<file path="config.mk">
export PLATFORM = sky130hd
export DESIGN_NAME = sflash_bufcmd_decoder
export DESIGN_NICKNAME = d
export VERILOG_FILES = /design/src/rtl/sflash_bufcmd_decoder.sv
export SDC_FILE = /design/constraint.sdc
export NUM_CORES = 1
export LEC_CHECK = 0
export BUFFER_PORTS_ARGS = -buffer_cell sky130_fd_sc_hd__buf_2
export CAP_MARGIN = 20
export CORE_MARGIN = 3
export CORE_UTILIZATION = 36
export DETAILED_ROUTE_END_ITERATION = 12
export GPL_TIMING_DRIVEN = 0
export SETUP_SLACK_MARGIN = 0.2
export SLEW_MARGIN = 0
export SYNTH_ARGS = -nofsm -noshare
export SYNTH_HDL_FRONTEND = slang
export SYNTH_SLANG_ARGS = --single-unit
</file>
<file path="constraint.sdc">
create_clock -name clk -period 1.9 [get_ports clk]
set_clock_uncertainty 0.15 [all_clocks]
set_input_delay 0.095 -clock clk [delete_from_list [all_inputs] [get_ports clk]]
set_output_delay 0.095 -clock clk [all_outputs]
set_load 0.05 [all_outputs]
</file>
<file path="src/rtl/sflash_bufcmd_decoder.sv">
module sflash_bufcmd_decoder #(
  parameter int CMD_BITS = 32,
  parameter int PAGE_W   = 12
) (
  input  logic              clk,
  input  logic              rst_n,
  input  logic              spi_cs_n,
  input  logic              spi_sck,
  input  logic              spi_si,
  input  logic              page_mode,
  output logic              mem_req,
  output logic [1:0]        mem_op,
  output logic              mem_buf,
  output logic [PAGE_W-1:0] mem_page,
  input  logic              mem_ack,
  input  logic              mem_mismatch,
  output logic [7:0]        status
);
  localparam int CNT_W   = $clog2(CMD_BITS + 1);
  localparam int STD_LSB = 9;
  localparam int BIN_LSB = 8;
  localparam logic [CNT_W-1:0] FULL = CNT_W'(CMD_BITS);
  localparam logic [1:0] OP_LOAD = 2'b00, OP_CMP = 2'b01, OP_PROG = 2'b10;

  typedef enum logic [1:0] {S_IDLE, S_FETCH, S_PROG} st_t;
  typedef enum logic [1:0] {K_LOAD, K_CMP, K_RW} kind_t;

  logic [2:0] cs_s, sck_s;
  logic [1:0] si_s;
  logic [CMD_BITS-1:0] sh;
  logic [CNT_W-1:0] cnt;
  st_t state;
  kind_t kind, dec_kind;
  logic dec_ok, dec_buf, cmp_diff, cs_rise, sck_rise, launch;
  logic [7:0] opcode;
  logic [PAGE_W-1:0] dec_page;

  always_ff @(posedge clk or negedge rst_n)
    if (!rst_n) begin
      cs_s <= 3'b111; sck_s <= '0; si_s <= '0;
    end else begin
      cs_s <= {cs_s[1:0], spi_cs_n};
      sck_s <= {sck_s[1:0], spi_sck};
      si_s <= {si_s[0], spi_si};
    end

  assign cs_rise  = cs_s[1] & ~cs_s[2];
  assign sck_rise = sck_s[1] & ~sck_s[2];

  always_ff @(posedge clk or negedge rst_n)
    if (!rst_n) begin
      sh <= '0; cnt <= '0;
    end else if (cs_s[1]) begin
      cnt <= '0;
    end else if (sck_rise && cnt != FULL) begin
      sh  <= {sh[CMD_BITS-2:0], si_s[1]};
      cnt <= cnt + 1'b1;
    end

  assign opcode   = sh[CMD_BITS-1 -: 8];
  assign dec_page = page_mode ? sh[BIN_LSB +: PAGE_W] : sh[STD_LSB +: PAGE_W];

  always_comb begin
    dec_ok = 1'b1; dec_buf = 1'b0; dec_kind = K_LOAD;
    case (opcode)
      8'h53: begin dec_kind = K_LOAD; dec_buf = 1'b0; end
      8'h55: begin dec_kind = K_LOAD; dec_buf = 1'b1; end
      8'h60: begin dec_kind = K_CMP;  dec_buf = 1'b0; end
      8'h61: begin dec_kind = K_CMP;  dec_buf = 1'b1; end
      8'h58: begin dec_kind = K_RW;   dec_buf = 1'b0; end
      8'h59: begin dec_kind = K_RW;   dec_buf = 1'b1; end
      default: dec_ok = 1'b0;
    endcase
  end

  assign launch = cs_rise && cnt == FULL && dec_ok && state == S_IDLE;

  always_ff @(posedge clk or negedge rst_n)
    if (!rst_n) begin
      state <= S_IDLE; kind <= K_LOAD; mem_buf <= 1'b0; mem_page <= '0; cmp_diff <= 1'b0;
    end else begin
      case (state)
        S_IDLE: if (launch) begin
          state <= S_FETCH; kind <= dec_kind; mem_buf <= dec_buf; mem_page <= dec_page;
        end
        S_FETCH: if (mem_ack) begin
          if (kind == K_CMP) cmp_diff <= mem_mismatch;
          state <= (kind == K_RW) ? S_PROG : S_IDLE;
        end
        S_PROG: if (mem_ack) state <= S_IDLE;
        default: state <= S_IDLE;
      endcase
    end

  assign mem_req = state != S_IDLE;
  assign mem_op  = (state == S_PROG) ? OP_PROG : (kind == K_CMP ? OP_CMP : OP_LOAD);
  assign status  = {state == S_IDLE, cmp_diff, 6'b0};

  a_r6_start_on_cs_rise: assert property (@(posedge clk) disable iff (!rst_n)
    $rose(mem_req) |-> $past(cs_rise));
  a_r9_req_held: assert property (@(posedge clk) disable iff (!rst_n)
    mem_req && !mem_ack |=> mem_req && $stable(mem_op) && $stable(mem_buf) && $stable(mem_page));
  a_r3_prog_follows_load: assert property (@(posedge clk) disable iff (!rst_n)
    mem_ack && mem_op == OP_LOAD && kind == K_RW |=> mem_req && mem_op == OP_PROG && $stable(mem_page));
  a_r3_prog_ends: assert property (@(posedge clk) disable iff (!rst_n)
    mem_ack && mem_op == OP_PROG |=> !mem_req && status[7]);
  a_r8_flag_only_on_compare: assert property (@(posedge clk) disable iff (!rst_n)
    !(mem_req && mem_ack && mem_op == OP_CMP) |=> $stable(status[6]));
  a_r10_busy_no_relaunch: assert property (@(posedge clk) disable iff (!rst_n)
    mem_req && !mem_ack |=> $stable(mem_page));
endmodule

</file>
==> results.toml <==
[yosys]
synth_edf_count = 0
synth.distinct_cells = 39
ys_warn_count = 0
ys_seq_area_share_pct = 56.32
ys_ff_latch = 64
async_reset_ff_share_pct = 100.0
synth.avg_cell_area_um2 = 14.47
syn_inst = 197
synth_top_area_share_pct = 53.56
synth.most_common_cell = "dfrtp_1"
synth_ff_type = "dfrtp_1"
yosys.area.top_type = "dfrtp_1"
synth.area.top_cells = "dfrtp_1 (54%), mux2_2 (20%), mux2_4 (4.7%)"
synth_commonest_cells = "dfrtp_1 (61), mux2_2 (50), nor2_1 (13)"
syn-cell-area_mm2 = 0.002850

[sta]
timing.hold.ws_ps = 203.9
clock.fmax_ghz = 0.4801
final-setup-viol-count = 19
final-max-slew-violation-count = 0
max-slew-margin-rel_pct = 47.24
hold_viol = 0
fin_setup_tns_ps = -2411
min_period_ps = 2083
worstMarginPinSlew_ps = 791.4
fin_ws_ps = -182.7
fin_crit_sh_pct = 109.6
rsz0062_at_grt = "yes"

[pwr]
power_uw = 3082
powerDensity_mw_per_mm2 = 813.9
leakage_uw = 0.001799
peakVddDrop_v = 0.0004342

[setup_path]
path_class = "reg -> reg"
start_kind = "flop"
cp_max_fo = 10
end_kind = "flop"
r2r_cells = 5
required_ps = 1980
cp.arrival_ps = 2160

[clocking]
cts_tree = "done"
cts_inserted_buffers = 9
cts_root_buf = "clkbuf_8"
clock_sinks = 64
clockBufferDepth = 2
clkSlewWorstSetupHoldPaths_ps = 70
clk-insertion-delay-late_ps = 340
cts_htree_levels = 3

[job]
cap_violations = 0

[global_routing]
overflow = 0
grt_util_all_layers_pct = 11.75
antenna_found_initial = 0
grt_pass1_wl_um = 7948
grt_max_degree = 65
grt_pass1_vias = 1675

[detailed_routing]
drtPass1Iterations = 3
postRouteAntennaNets = 0
via_per_inst = 4.538
drt_iter0_drc = 71
wl_per_cell_um = 12.66
drc = 0
routed_wl_um = 4685
dr_total_vias = 1679

[final_layout]
syn2layout_area_growth_pct = 32.88
final_util_pct = 50.86
antennaDiodeCount = 0
nets = 276
fillers = 664
drive_above_1_share_pct = 59.04
multi_input_area_mm2 = 0.001256
regArea_mm2 = 0.001608

[floorplan]
die_x_um = 94.98
io_pins = 32
num_rows = 31
initial_core_util_pct = 38.27
die_area_mm2 = 0.009021
core_mm2 = 0.007447
die_height_um = 94.98

[run_status]
violations = "negative setup slack"
run_status = "finished, violations left"

[placed_design]
port_buffers = 25
hpwlAfterDp_um = 2782
gp_congestion = 0.7488

[min_path]
hold_class = "reg -> reg"
min_path_cells = 0
[what timing repair did]
item,CTS,global route
gates resized for setup,30,16
buffers inserted,14,4
endpoints found under the hold margin,69,0
gates cloned,3,0
pin swaps,3,7
setup endpoints to repair,48,50
hold buffers,7,0
[critical path, stage by stage, from the launching register on]
cell and delay (ps):
dfrtp_1 420, or4bb_1 560, a31oi_4 210, o21a_4 180, buf_12 150, mux2_4 300
[stage by stage]
step / std cells / instance area [µm²] / setup WS, ps
6_report: 370 / 3787 / -182.7
5_1_grt: 370 / 3787 / -233.7
4_1_cts: 366 / 3695 / -152.0
3_5_place_dp: 326 / 3143 / -315.2
3_3_place_gp: 326 / 3141 / -339.0
2_1_floorplan: 202 / 2892 / -88.89
[report_power, final]
group	total (µW)	internal, µW	switching, µW
registers	1500	1460	45.5
logic	271	153	118
clock network	1310	778	532
total	3080	2390	696
[cells by family (layout without fill, tap and decap cells)]
group / count (synthesis) / after routing / synth area share (%)
compound gates: 11 / 11 / 2.898
xor+xnor: 5 / 5 / 1.536
fa+ha+maj: 2 / 2 / 0.8778
buf+inv: 18 / 87 / 4.653
flops: 64 / 64 / 56.32
mux: 60 / 60 / 24.85
other cells: 1 / 6 / 0.1316
simple gates: 36 / 36 / 8.736
[cell type report]
class                      count  area share [%]
tap                           99           3.271
clock inverter                 6           2.445
multi-input combinational    120           33.17
timing repair buffer          53           11.13
inverter                       5          0.4955
sequential                    64           42.45
buffer                        13           3.403
clock buffer                  10           3.634
[path summary, 6_finish.rpt]
check / startpoint / endpoint / slack [ps]
worst max-delay path: sh[25] / mem_page[5] / -180
worst min register to register: sck_s[0] / sck_s[1] / 200
worst max register to register: sh[25] / mem_page[5] / -180
worst min-delay path: sck_s[0] / sck_s[1] / 200
min in group asynchronous: rst_n / sh[17] / 220
max in group asynchronous: rst_n / sh[26] / 800
[layer usage]
metal / wire [µm] / global-route usage, % / share of wire [%] / vias up
met3: 280 / 5.179 / 6.0 / 10
met4: 93 / 5.409 / 2.0 / 0
met1: 2286 / 14.51 / 49 / 813
li1: - / - / - / 821
met2: 2024 / 17.67 / 43 / 35
met5: 0 / 0 / 0 / -
[state kept, by name (all words and copies together), names as in the netlist]
| signal | cells |
|---|---|
| cmp_diff | 1 |
| state | 2 |
| cnt | 6 |
| mem_buf | 1 |
| sck_s | 3 |
| mem_page | 12 |
| cs_s | 3 |
| sh | 32 |
| kind | 2 |
| si_s | 2 |
[placed cells by master (no fill, tap or decap), drive strengths merged]
| master | Yosys | layout |
|---|---|---|
| a211oi | 1 | 1 |
| a21oi | 2 | 2 |
| a31o | 1 | 1 |
| a31oi | 1 | 1 |
| and2 | 1 | 1 |
| and3b | 1 | 1 |
| and4bb | 1 | 1 |
| buf | 11 | 57 |
| bufinv | 0 | 2 |
| clkbuf | 2 | 12 |
| clkinv | 0 | 2 |
| clkinvlp | 0 | 2 |
| conb | 1 | 6 |
| dfrtp | 61 | 61 |
| dfstp | 3 | 3 |
| dlygate4sd3 | 0 | 7 |
| ha | 2 | 2 |
| inv | 5 | 5 |
| mux2 | 59 | 59 |
| mux2i | 1 | 1 |
| nand2 | 1 | 1 |
| nand2b | 3 | 3 |
| nand3 | 3 | 3 |
| nand3b | 1 | 1 |
| nand4 | 1 | 1 |
| nand4bb | 1 | 1 |
| nor2 | 13 | 13 |
| nor2b | 1 | 1 |
| nor3b | 1 | 1 |
| nor4 | 1 | 1 |
| o211ai | 1 | 1 |
| o21a | 1 | 1 |
| o21ai | 2 | 2 |
| o2bb2ai | 2 | 2 |
| or2 | 1 | 1 |
| or3b | 2 | 2 |
| or4b | 1 | 1 |
| or4bb | 3 | 3 |
| xnor2 | 1 | 1 |
| xor2 | 4 | 4 |
(Power assumes the default switching activity.)
